### config.mk
export PLATFORM = sky130hd
export DESIGN_NAME = win_ptr_ctrl
export DESIGN_NICKNAME = d
export VERILOG_FILES = /design/src/rtl/wpc_pkg.sv /design/src/rtl/wpc_step.sv /design/src/rtl/wpc_decide.sv /design/src/rtl/wpc_stat_pack.sv /design/src/rtl/win_ptr_ctrl.sv
export SDC_FILE = /design/constraint.sdc
export NUM_CORES = 1
export LEC_CHECK = 0
export ABC_AREA = 1
export BUFFER_PORTS_ARGS = -buffer_cell sky130_fd_sc_hd__buf_2
export CORE_ASPECT_RATIO = 0.9
export CORE_UTILIZATION = 37
export DETAILED_ROUTE_END_ITERATION = 10
export MAX_ROUTING_LAYER = met4
export PLACE_DENSITY = 0.8
export SLEW_MARGIN = 10
export SYNTH_ARGS = -nofsm -noshare
export SYNTH_HDL_FRONTEND = slang
export SYNTH_SLANG_ARGS = --single-unit
### constraint.sdc
create_clock -name clk -period 2.2 [get_ports clk]
set_input_delay 0.44 -clock clk [delete_from_list [all_inputs] [get_ports clk]]
set_output_delay 0.44 -clock clk [all_outputs]
set_load 0.02 [all_outputs]
### src/rtl/wpc_pkg.sv
package wpc_pkg;
  typedef enum logic [1:0] {
    TRAP_NONE = 2'd0,
    TRAP_OVF  = 2'd1,
    TRAP_UNF  = 2'd2,
    TRAP_ILL  = 2'd3
  } trap_e;

  typedef enum logic [2:0] {
    OP_IDLE,
    OP_RETT,
    OP_SAVE,
    OP_RESTORE,
    OP_WRSTAT
  } op_e;

  localparam int ET_BIT  = 5;
  localparam int PS_BIT  = 6;
  localparam int S_BIT   = 7;
  localparam int PIL_LO  = 8;
  localparam int FPU_BIT = 12;
  localparam int CC_LO   = 20;
endpackage

### src/rtl/wpc_step.sv
module wpc_step #(
  parameter int NWIN = 8,
  parameter int CW   = 5
) (
  input  logic [CW-1:0] cur,
  output logic [CW-1:0] dn,
  output logic [CW-1:0] up
);
  localparam logic [CW-1:0] TOP_W = CW'(NWIN - 1);
  localparam bit POW2 = ((NWIN & (NWIN - 1)) == 0);

  generate
    if (POW2) begin : g_pow2
      always_comb begin
        dn = (cur - 1'b1) & TOP_W;
        up = (cur + 1'b1) & TOP_W;
      end
    end else begin : g_cmp
      always_comb begin
        dn = (cur == '0)    ? TOP_W : cur - 1'b1;
        up = (cur == TOP_W) ? '0    : cur + 1'b1;
      end
    end
  endgenerate
endmodule

### src/rtl/wpc_decide.sv
module wpc_decide
  import wpc_pkg::*;
#(
  parameter int NWIN = 8,
  parameter int CW   = 5,
  parameter int MW   = 32
) (
  input  logic          save_req,
  input  logic          restore_req,
  input  logic          rett_req,
  input  logic          wrstat_req,
  input  logic [31:0]   wr_data,
  input  logic [MW-1:0] inv_mask,
  input  logic [CW-1:0] cur,
  input  logic [CW-1:0] dn,
  input  logic [CW-1:0] up,
  input  logic          et_cur,
  output logic          move,
  output logic [CW-1:0] ptr_nx,
  output logic          rett_ok,
  output logic          load_all,
  output trap_e         code
);
  localparam logic [CW-1:0] TOP_W = CW'(NWIN - 1);

  op_e op;

  always_comb begin
    if (rett_req)         op = OP_RETT;
    else if (save_req)    op = OP_SAVE;
    else if (restore_req) op = OP_RESTORE;
    else if (wrstat_req)  op = OP_WRSTAT;
    else                  op = OP_IDLE;
  end

  always_comb begin
    move     = 1'b0;
    ptr_nx   = cur;
    rett_ok  = 1'b0;
    load_all = 1'b0;
    code     = TRAP_NONE;
    case (op)
      OP_SAVE: begin
        if (inv_mask[dn]) code = TRAP_OVF;
        else begin
          move   = 1'b1;
          ptr_nx = dn;
        end
      end
      OP_RESTORE: begin
        if (inv_mask[up]) code = TRAP_UNF;
        else begin
          move   = 1'b1;
          ptr_nx = up;
        end
      end
      OP_RETT: begin
        if (et_cur)            code = TRAP_ILL;
        else if (inv_mask[up]) code = TRAP_UNF;
        else begin
          move    = 1'b1;
          ptr_nx  = up;
          rett_ok = 1'b1;
        end
      end
      OP_WRSTAT: begin
        if (wr_data[CW-1:0] > TOP_W) code = TRAP_ILL;
        else begin
          move     = 1'b1;
          ptr_nx   = wr_data[CW-1:0];
          load_all = 1'b1;
        end
      end
      default: ;
    endcase
  end
endmodule

### src/rtl/wpc_stat_pack.sv
module wpc_stat_pack
  import wpc_pkg::*;
#(
  parameter int CW = 5
) (
  input  logic [CW-1:0] ptr,
  input  logic          et,
  input  logic          ps,
  input  logic          s,
  input  logic [3:0]    pil,
  input  logic          fpu,
  input  logic [3:0]    cc,
  output logic [31:0]   word
);
  always_comb begin
    word                     = '0;
    word[CW-1:0]             = ptr;
    word[ET_BIT]             = et;
    word[PS_BIT]             = ps;
    word[S_BIT]              = s;
    word[PIL_LO +: 4]        = pil;
    word[FPU_BIT]            = fpu;
    word[CC_LO +: 4]         = cc;
  end
endmodule

### src/rtl/win_ptr_ctrl.sv
module win_ptr_ctrl
  import wpc_pkg::*;
#(
  parameter int NWIN = 8,
  parameter int CW   = 5,
  localparam int MW  = 1 << CW
) (
  input  logic          clk,
  input  logic          rst,
  input  logic          save_req,
  input  logic          restore_req,
  input  logic          rett_req,
  input  logic          wrstat_req,
  input  logic [31:0]   wr_data,
  input  logic [MW-1:0] inv_mask,
  output logic [CW-1:0] win_ptr,
  output logic          trap_en,
  output logic          sup_mode,
  output logic          prev_sup,
  output logic          fpu_en,
  output logic [3:0]    irq_level,
  output logic [3:0]    cond_codes,
  output logic [31:0]   stat_word,
  output logic          trap_valid,
  output logic [1:0]    trap_code
);
  logic [CW-1:0] dn, up, ptr_nx;
  logic          move, rett_ok, load_all;
  trap_e         code;

  wpc_step #(.NWIN(NWIN), .CW(CW)) u_step (
    .cur(win_ptr), .dn(dn), .up(up)
  );

  wpc_decide #(.NWIN(NWIN), .CW(CW), .MW(MW)) u_decide (
    .save_req(save_req), .restore_req(restore_req), .rett_req(rett_req),
    .wrstat_req(wrstat_req), .wr_data(wr_data), .inv_mask(inv_mask),
    .cur(win_ptr), .dn(dn), .up(up), .et_cur(trap_en),
    .move(move), .ptr_nx(ptr_nx), .rett_ok(rett_ok),
    .load_all(load_all), .code(code)
  );

  always_ff @(posedge clk) begin
    if (rst) begin
      win_ptr    <= '0;
      trap_en    <= 1'b0;
      sup_mode   <= 1'b1;
      prev_sup   <= 1'b0;
      fpu_en     <= 1'b0;
      irq_level  <= '0;
      cond_codes <= '0;
      trap_valid <= 1'b0;
      trap_code  <= TRAP_NONE;
    end else begin
      trap_valid <= (code != TRAP_NONE);
      trap_code  <= code;
      if (move) win_ptr <= ptr_nx;
      if (rett_ok) begin
        trap_en  <= 1'b1;
        sup_mode <= prev_sup;
      end
      if (load_all) begin
        trap_en    <= wr_data[ET_BIT];
        prev_sup   <= wr_data[PS_BIT];
        sup_mode   <= wr_data[S_BIT];
        irq_level  <= wr_data[PIL_LO +: 4];
        fpu_en     <= wr_data[FPU_BIT];
        cond_codes <= wr_data[CC_LO +: 4];
      end
    end
  end

  wpc_stat_pack #(.CW(CW)) u_pack (
    .ptr(win_ptr), .et(trap_en), .ps(prev_sup), .s(sup_mode),
    .pil(irq_level), .fpu(fpu_en), .cc(cond_codes), .word(stat_word)
  );
endmodule

-- Yosys cells after proc, flatten, opt, wreduce, memory -nomap -nowiden
Cells that the tools add are included.
- add/sub/neg operators: 2
- magnitude comparators: 3
- equality and inequality tests: 7
- mux-type cells: 29
- reductions and logical operators: 4
- operator list (operator ; count):
    2-to-1 mux 5 bit ; 4
    case mux 5 bit (4 select lines) ; 1
    2-to-1 mux 1 bit ; 13
    < comparator 3 x 6 -> 1 bit, second input constant ; 2
    2-to-1 mux 3 bit ; 4
    case mux 2 bit (4 select lines) ; 1
    binary-select mux 1 bit (select 3 bit) ; 2
    == test 3 x 2 -> 1 bit, second input constant ; 2
    2-to-1 mux 2 bit ; 3
    inequality test 2 bit, second input constant ; 3
    > comparator 5 x 3 -> 1 bit, second input constant ; 1
    AND reduction 5 bit ; 1
    case mux 1 bit (4 select lines) ; 1
    nonzero test 2 bit ; 2
    nonzero test 4 bit ; 1
    adder 3 x 1 -> 3 bit, second input constant ; 1
    == test 3 x 1 -> 1 bit, second input constant ; 1
    == test 3 bit, second input constant ; 1
    subtractor 3 x 1 -> 3 bit, second input constant ; 1
- register bits: 20
- input bits: 70
- output and inout bits: 52
- logic and storage cells: 54

-- Logic depth before layout (Yosys ltp)
Gate-level depths: netlist of the first run.
- depth in word-level cells: 8
- mapped depth: 12
- mapped depth without buffers: 12

-- Cells and area by module
A second synthesis of the first run with hierarchy kept.
- cells, all modules: 364
- area total of the unflattened synthesis: 2075.7 um^2
- modules (own cells, without submodules) (module ; times used ; cells each ; area each (um^2) ; sequential area each (um^2)):
    wpc_decide ; 1 ; 223 ; 1026.0 ; 0.0
    win_ptr_ctrl ; 1 ; 88 ; 694.4 ; 400.4
    wpc_stat_pack ; 1 ; 33 ; 244.0 ; 0.0
    wpc_step ; 1 ; 20 ; 111.4 ; 0.0

-- Least setup slack after synthesis of the first run
OpenSTA, ideal clock, no wires.
- path kind: reg2reg
- start point: register win_ptr[0]
- end point: register win_ptr[0]
- setup time: 0.114 ns
- arrival time: 1.767 ns
- required time: 2.086 ns
- path slack: 0.319 ns
- stages on the path, launching flop included: 11
- buffers on the path: 0
- clock period less this slack: 1.881 ns
- cell sequence: dfxtp_1 > inv_2 > ha_1 > inv_1 > nand3_1 > nand3_2 > nand2_2 > a21oi_1 > nand3_1 > nand2_1 > nor2_1
- word-level cells in the longest chain between the ends: 7
- elaborated cells between the ends (all ways): 16
- classes of those cells: add/sub: 2; eq/ne: 1; mux: 12; reduce/logical: 1
- RTL lines (element ; RTL line ; text):
    from (decl) ; win_ptr_ctrl.sv:16 ; output logic [CW-1:0] win_ptr,
    from (signal assigned) ; win_ptr_ctrl.sv:57 ; if (move) win_ptr <= ptr_nx;
    adder 3 x 1 -> 3 bit ; wpc_step.sv:16 ; up = (cur + 1'b1) & TOP_W;
    binary-select mux 1 bit (select 3 bit) ; wpc_decide.sv:51, wpc_decide.sv:59 ;
    2-to-1 mux 1 bit (implied by the code) ; wpc_decide.sv:51, wpc_decide.sv:59 ;
    2-to-1 mux 1 bit ; wpc_decide.sv:51, wpc_decide.sv:59 ;
    2-to-1 mux 1 bit ; wpc_decide.sv:58 ; if (et_cur) code = TRAP_ILL;
    case mux 1 bit (4 select lines) ; wpc_decide.sv:42 ; case (op)
    AND reduction 5 bit (no line) ; - ;
Several ways; a longest one is shown, not always the timed one. The select of a mux whose other input is x is not followed.
A chain may end at the register's enable or synchronous reset.

-- Worst setup path in the final report of the first run
- start point: register win_ptr[1]
- end point: register win_ptr[2]
The elaborated chain is that of the path after synthesis.

==> results of run 1 <==
## final cells by class
class	instances	share of cell area
multi-input cells	129	0.3973
flip-flops and latches	20	0.2579
repair buffers	69	0.2256
inverters	20	0.04835
clock buffers	4	0.03546
well taps	44	0.03546
## synth_stat cells, drive strengths merged
library cell	count	area share
nand3	18	0.077
nor2	30	0.094
nor3	2	0.0077
nand4	1	0.0048
conb	1	0.0029
buf	34	0.19
o21ai	13	0.053
a21oi	8	0.031
xor2	1	0.0067
nand2	33	0.10
clkbuf	2	0.0067
ha	2	0.019
inv	20	0.058
o211ai	2	0.012
o22ai	1	0.0048
xnor2	1	0.0067
dfxtp	20	0.31
nor3b	2	0.012
## worst paths after layout
path / from / to / slack (ns) / depth (start not counted)
setup / recovery: win_ptr[1] / win_ptr[2] / 0.37 / 10
hold / removal: rst / win_ptr[3] / 0.42 / 2
setup reg to reg: win_ptr[1] / win_ptr[2] / 0.37 / 10
hold reg to reg: win_ptr[3] / win_ptr[3] / 0.49 / 1
## power groups by stage
stage | sequential [mW] | clock, mW | combinational (mW)
finish | 0.466 | 0.274 | 0.896
global route | 0.477 | 0.292 | 1.00
CTS | 0.468 | 0.280 | 0.903
detailed placement | 0.477 | 0 | 0.901
global placement | 0.474 | 0 | 0.883
floorplan | 0.547 | 0 | 0.669
## flip-flops by register name, indices dropped and copies added, names as in the netlist
| name | count |
|---|---|
| cond_codes | 4 |
| fpu_en | 1 |
| irq_level | 4 |
| prev_sup | 1 |
| sup_mode | 1 |
| trap_code | 2 |
| trap_en | 1 |
| trap_valid | 1 |
| win_ptr | 5 |
## worst max-delay path, cell delays in order, from the launching register on
cell and delay (ns):
dfxtp_1 0.39, inv_1 0.06, ha_1 0.34, inv_1 0.18, nand3_1 0.12, nand3_2 0.10, nand2_2 0.08, a21oi_1 0.23
nand3_1 0.12, nand2_1 0.07, nor2_1 0.04
## stage by stage
| stage | power [mW] | hold slack (ns) | std cells |
|---|---|---|---|
| finish | 1.637 | 0.4197 | 286 |
| global route | 1.771 | 0.4262 | 286 |
| CTS | 1.652 | 0.4133 | 286 |
| detailed placement | 1.377 | 0.4866 | 282 |
| global placement | 1.358 | 0.4811 | 282 |
| floorplan | 1.217 | 0.5091 | 205 |
## per-layer routing
metal	track usage	wire length [microns]
met2	0.2481	1353
met4	0.01905	0
met3	0.01772	111
met1	0.1772	1186
met5	-	0
## cells by family (layout without fill, tap and decap cells)
family,count (synthesis),in the layout,synth area share
and+or+nand+nor,86,86,0.2981
buffers and inverters,56,93,0.2586
DFF,20,20,0.3077
adders and majority gates,2,2,0.01923
xor gates and xnor gates,2,2,0.01346
other,1,15,0.002882
AOI/OAI and AO/OA,24,24,0.1000
==> out/results.txt, run 1 <==
DP HPWL -> 2.150 mm
Leakage Power -> 0.8964 nW
Cell Int Power -> 0.8987 mW
Most frequent cells in the layout -> buf_2, nand2_1, nor2_1
CTS clock-pin slew for the worst setup and hold paths -> 0.07 ns
Critical path type -> reg2reg
Row count -> 20
Max Fclk -> 0.5471 GHz
Iter 0 DRT Violations -> 56
Clock network power share -> 0.167
Die width -> 64.51 microns
Num Clock Sinks -> 20
Longest Clk Path Bufs -> 2
Area of the multi-input gates -> 616.8 sq um
Reg area -> 400.4 sq um
Commonest non-fill, non-tap cell in the layout -> buf_2
Synthesized flop and latch total -> 20
Pins over their slew limit -> 0
Worst-path fanout max -> 6
Num CTS Buffers -> 3
Synth unique cells -> 26
Largest net degree at the start of global routing -> 16
Switching power -> 0.7379 mW
Post-synthesis cell count -> 191
Tcrit/Tclk final -> 0.8308
Peak supply drop -> 0.0003810 V
Post-layout util -> 0.4596
Final net count -> 315
Sw Ratio -> 0.4509
CTS tree -> yes
TritonRoute pass-1 iters -> 4
Share of the yosys chip area belonging to registers -> 0.3077
GR Overflow Total -> 0
RSZ-0062 raised after global routing -> no
Die Y -> 58.26 microns
Layout cell share with drive strength beyond 1 -> 0.3430
Pre-CTS setup slack -> 0.3782 ns
H-tree depth -> 1
Fin crit period -> 1.828 ns
Total number of vias -> 1231
Critical Path End Type -> flop
Avg Cell Area, Syn -> 6.813 sq um
Placed inst area -> 1498 sq um
GRT Total Usage -> 0.1412
Routed WL per cell -> 9.266 microns
P per Cell Area -> 1054 nW/um^2
Vias in the first global route -> 1002
Diode count -> 0
Routed wire length -> 2.650 mm
Post-CTS setup buffers -> 0
DRC -> 0
Core ar. -> 3378 sq um
Initial core utilization -> 0.3852
# setup viols final -> 0
Clock root buffer -> clkbuf_8
Startpoint types -> flop
Post-route ant nets -> 0
Die area -> 3758 sq um
Layout area overhead -> 19.33%
Global-route wire length before repair -> 4.146 mm
Initial antenna violation count -> 0
Hold-fix buffers at CTS -> 0
Worst Skew -> 0.0009073 ns
MaxCap Viol Count -> 0
HP Class -> in2reg
Port bufs -> 67
Crit path required time -> 2.35 ns
# IOs -> 122
YS warnings -> 0
Final hold violation count -> 0
Insertion delay to the later sink of the worst-skew pair -> 0.25 ns
Part of the power in registers -> 0.285
Post-CTS sizing -> 0
Post-route cell area -> 1553 sq um
Worst Slack Setup Final -> 0.3722 ns
Comb pwr share -> 0.548
Status -> complete, no violations
Post-route setup TNS -> 0 ns
RePlAce Congestion -> 0.8068
Mapped Area -> 1301 sq um
FILL cells -> 364
Crit path DAT -> 1.98 ns
Vias per inst -> 4.304
(Power assumes the default switching activity.)
==> run 2, diff against run 1 <==
Settings changed: CORE_UTILIZATION 37 to 33, PLACE_DENSITY 0.8 to 0.75.
Clock period 2.2 ns to 1.6 ns, I/O delays scaled along.
==> run 2 against run 1 <==
Compared with the run above:
- count of clock-buffer cells in the layout fell by 1
- critical path depth rose by 1
- non-clock buffer count grew 7
- die area grew 12%
- final cell count rose by 3.1%
- combinational power is 66% higher
- via count rose by 4.8%
- first-iteration DRC count decreased by 3.6%
- maximum frequency rose by 21%
==> out/results.txt, run 2 (same netlist as run 1, synthesis figures left out) <==
Status -> complete, no violations (unchanged)
Post-route insts no fill -> 295 (was 286)
Tcrit/Tclk final -> 0.9407 (was 0.8308)
Pins over their slew limit -> 0 (unchanged)
Vias per inst -> 4.373 (was 4.304)
DRC -> 0 (unchanged)
Global-route wire length before repair -> 4.091 mm (was 4.146 mm)
Most frequent cells in the layout -> buf_2, nor2_1, nand2_1 (was buf_2, nand2_1, nor2_1)
Critical path's largest stage delay -> 0.32 ns (was 0.39 ns)
Clock root buffer -> clkbuf_8 (unchanged)
Max Fclk -> 0.6644 GHz (was 0.5471 GHz)
Worst-path fanout max -> 5 (was 6)
Die width -> 68.19 microns (was 64.51 microns)
Fin crit period -> 1.505 ns (was 1.828 ns)
Final hold violation count -> 0 (unchanged)
Core ar. -> 3757 sq um (was 3378 sq um)
H-tree depth -> 1 (unchanged)
RR Startpoint -> win_ptr[1] (unchanged)
Crit path DAT -> 1.69 ns (was 1.98 ns)
GRT Total Usage -> 0.1335 (was 0.1412)
Dpl cells -> 289 (was 282)
RePlAce Congestion -> 0.7770 (was 0.8068)
Worst hold path depth -> 2 (unchanged)
RSZ-0062 raised after global routing -> yes (was no)
R2R Path End -> win_ptr[4] (was win_ptr[2])
Top reg by flops -> win_ptr (unchanged)
DP HPWL -> 2.336 mm (was 2.150 mm)
Routed wire length -> 2.867 mm (was 2.650 mm)
Worst Skew -> 0.007428 ns (was 0.0009073 ns)
GR Overflow Total -> 0 (unchanged)
Largest net degree at the start of global routing -> 16 (unchanged)
Worst reg-to-reg path cell count -> 11 (was 10)
Iter 0 DRT Violations -> 54 (was 56)
Initial core utilization -> 0.3463 (was 0.3852)
Biggest regs -> win_ptr: 5 flops, cond_codes: 4 flops, irq_level: 4 flops (unchanged)
MaxCap Viol Count -> 0 (unchanged)
Port bufs -> 67 (unchanged)
Crit-path cells -> buf_4 > ha_1 > inv_1 > nand2_1 > nand2_2 > nand3_4 > nand2_4 > nand2_2 > nand2_2 > nor2_4 > nor3b_1 (was inv_1 > ha_1 > inv_1 > nand3_1 > nand3_2 > nand2_2 > a21oi_1 > nand3_1 > nand2_1 > nor2_1)
Critical Path End Type -> flop (unchanged)
Setup slack, reg-to-reg -> 0.09 ns (was 0.37 ns)
Hold-fix buffers at CTS -> 0 (unchanged)
Die Y -> 61.57 microns (was 58.26 microns)
Crit-path slowest cell -> dfxtp_2 (was dfxtp_1)
CTS tree -> yes (unchanged)
Vias in the first global route -> 994 (was 1002)
Final net count -> 322 (was 315)
# setup viols final -> 0 (unchanged)
Num Clock Sinks -> 20 (unchanged)
Layout area overhead -> 29.71% (was 19.33%)
Max reg flops -> 5 (unchanged)
Total number of vias -> 1290 (was 1231)
Crit path required time -> 1.79 ns (was 2.35 ns)
# IOs -> 122 (unchanged)
Initial antenna violation count -> 0 (unchanged)
Post-route ant nets -> 0 (unchanged)
Commonest non-fill, non-tap cell in the layout -> buf_2 (unchanged)
Longest Clk Path Bufs -> 2 (unchanged)
P per Cell Area -> 1569 nW/um^2 (was 1054 nW/um^2)
Leakage Power -> 0.9476 nW (was 0.8964 nW)
Startpoint types -> flop (unchanged)
Die area -> 4198 sq um (was 3758 sq um)
Routed WL per cell -> 9.719 microns (was 9.266 microns)
CTS clock-pin slew for the worst setup and hold paths -> 0.08 ns (was 0.07 ns)
Critical path type -> reg2reg (unchanged)
HP Class -> in2reg (unchanged)
Cell mode on critical path -> nand2_2
Insertion delay to the later sink of the worst-skew pair -> 0.26 ns (was 0.25 ns)
Final Power -> 2.648 mW (was 1.637 mW)
Row count -> 21 (was 20)
Diode count -> 0 (unchanged)
Num CTS Buffers -> 3 (unchanged)
End of the critical path -> win_ptr[4] (was win_ptr[2])
TritonRoute pass-1 iters -> 4 (unchanged)
Peak supply drop -> 0.0004463 V (was 0.0003810 V)
Layout cell share with drive strength beyond 1 -> 0.4056 (was 0.3430)
Worst Setup SP -> win_ptr[1] (unchanged)
[run 2: changes by cell type in the layout (fill, tap and decap cells not counted), moves of 2 or more]
cell     previous run  this run
dfxtp_1            20        18
nand2_1            29        26
buf_4               2         9
nand2_2             4         6
inv_4               0         2
inv_1              19        17
[run 2: critical path: cells and delay by family, from the launching register on]
family | cells | cell delay [ns]
fa+ha+maj | 1 | 0.20
buf+inv | 2 | 0.21
flops | 1 | 0.32
simple gates | 8 | 0.70
[run 2: power breakdown]
| part | leakage, nW | internal (mW) | switching [mW] |
|---|---|---|---|
| sequential | 0.164 | 0.588 | 0.0687 |
| combinational | 0.748 | 0.593 | 0.895 |
| clock | 0.0357 | 0.334 | 0.169 |
[run 2: worst min-delay path by stage]
stage / startpoint / to / slack [ns]
after floorplan: rst / prev_sup / 0.39
after global placement: cond_codes[3] / cond_codes[3] / 0.48
after detailed placement: cond_codes[2] / cond_codes[2] / 0.49
after CTS: rst / prev_sup / 0.28
after global routing: rst / win_ptr[4] / 0.31
final: rst / win_ptr[4] / 0.29
[run 2: stage by stage]
stage	util	setup TNS [ns]	setup WS [ns]	hold slack, ns	area [sq um]
6_report	0.4492	0	0.09495	0.2929	1688
2_1_floorplan	-	0	0.09452	0.3891	1375
4_1_cts	0.4339	0	0.003539	0.2783	1630
3_3_place_gp	0.4149	0	0.05700	0.4803	1559
3_5_place_dp	0.4149	0	0.02447	0.4885	1559
5_1_grt	0.4492	-0.007724	-0.006713	0.3091	1688
[run 2: final cells by class]
type / count / area (sq um)
clock inverters: 1 / 30.03
well taps: 46 / 57.56
repair buffers: 76 / 402.9
multi-input cells: 129 / 670.6
flip-flops and latches: 20 / 405.4
inverters: 20 / 80.08
clock buffers: 3 / 41.29
fillers: 396 / 2069
[run 2: routing by layer]
layer	part of all wire	routed length, microns	GRT usage
met1	0.46	1329	0.1680
met2	0.48	1377	0.2115
met3	0.043	123	0.02778
met4	0.013	36	0.04464
met5	0	0	-
[run 2: timing repair]
item,CTS,global route
setup buffers,0,2
resized for setup,0,11
setup endpoints to repair,0,7
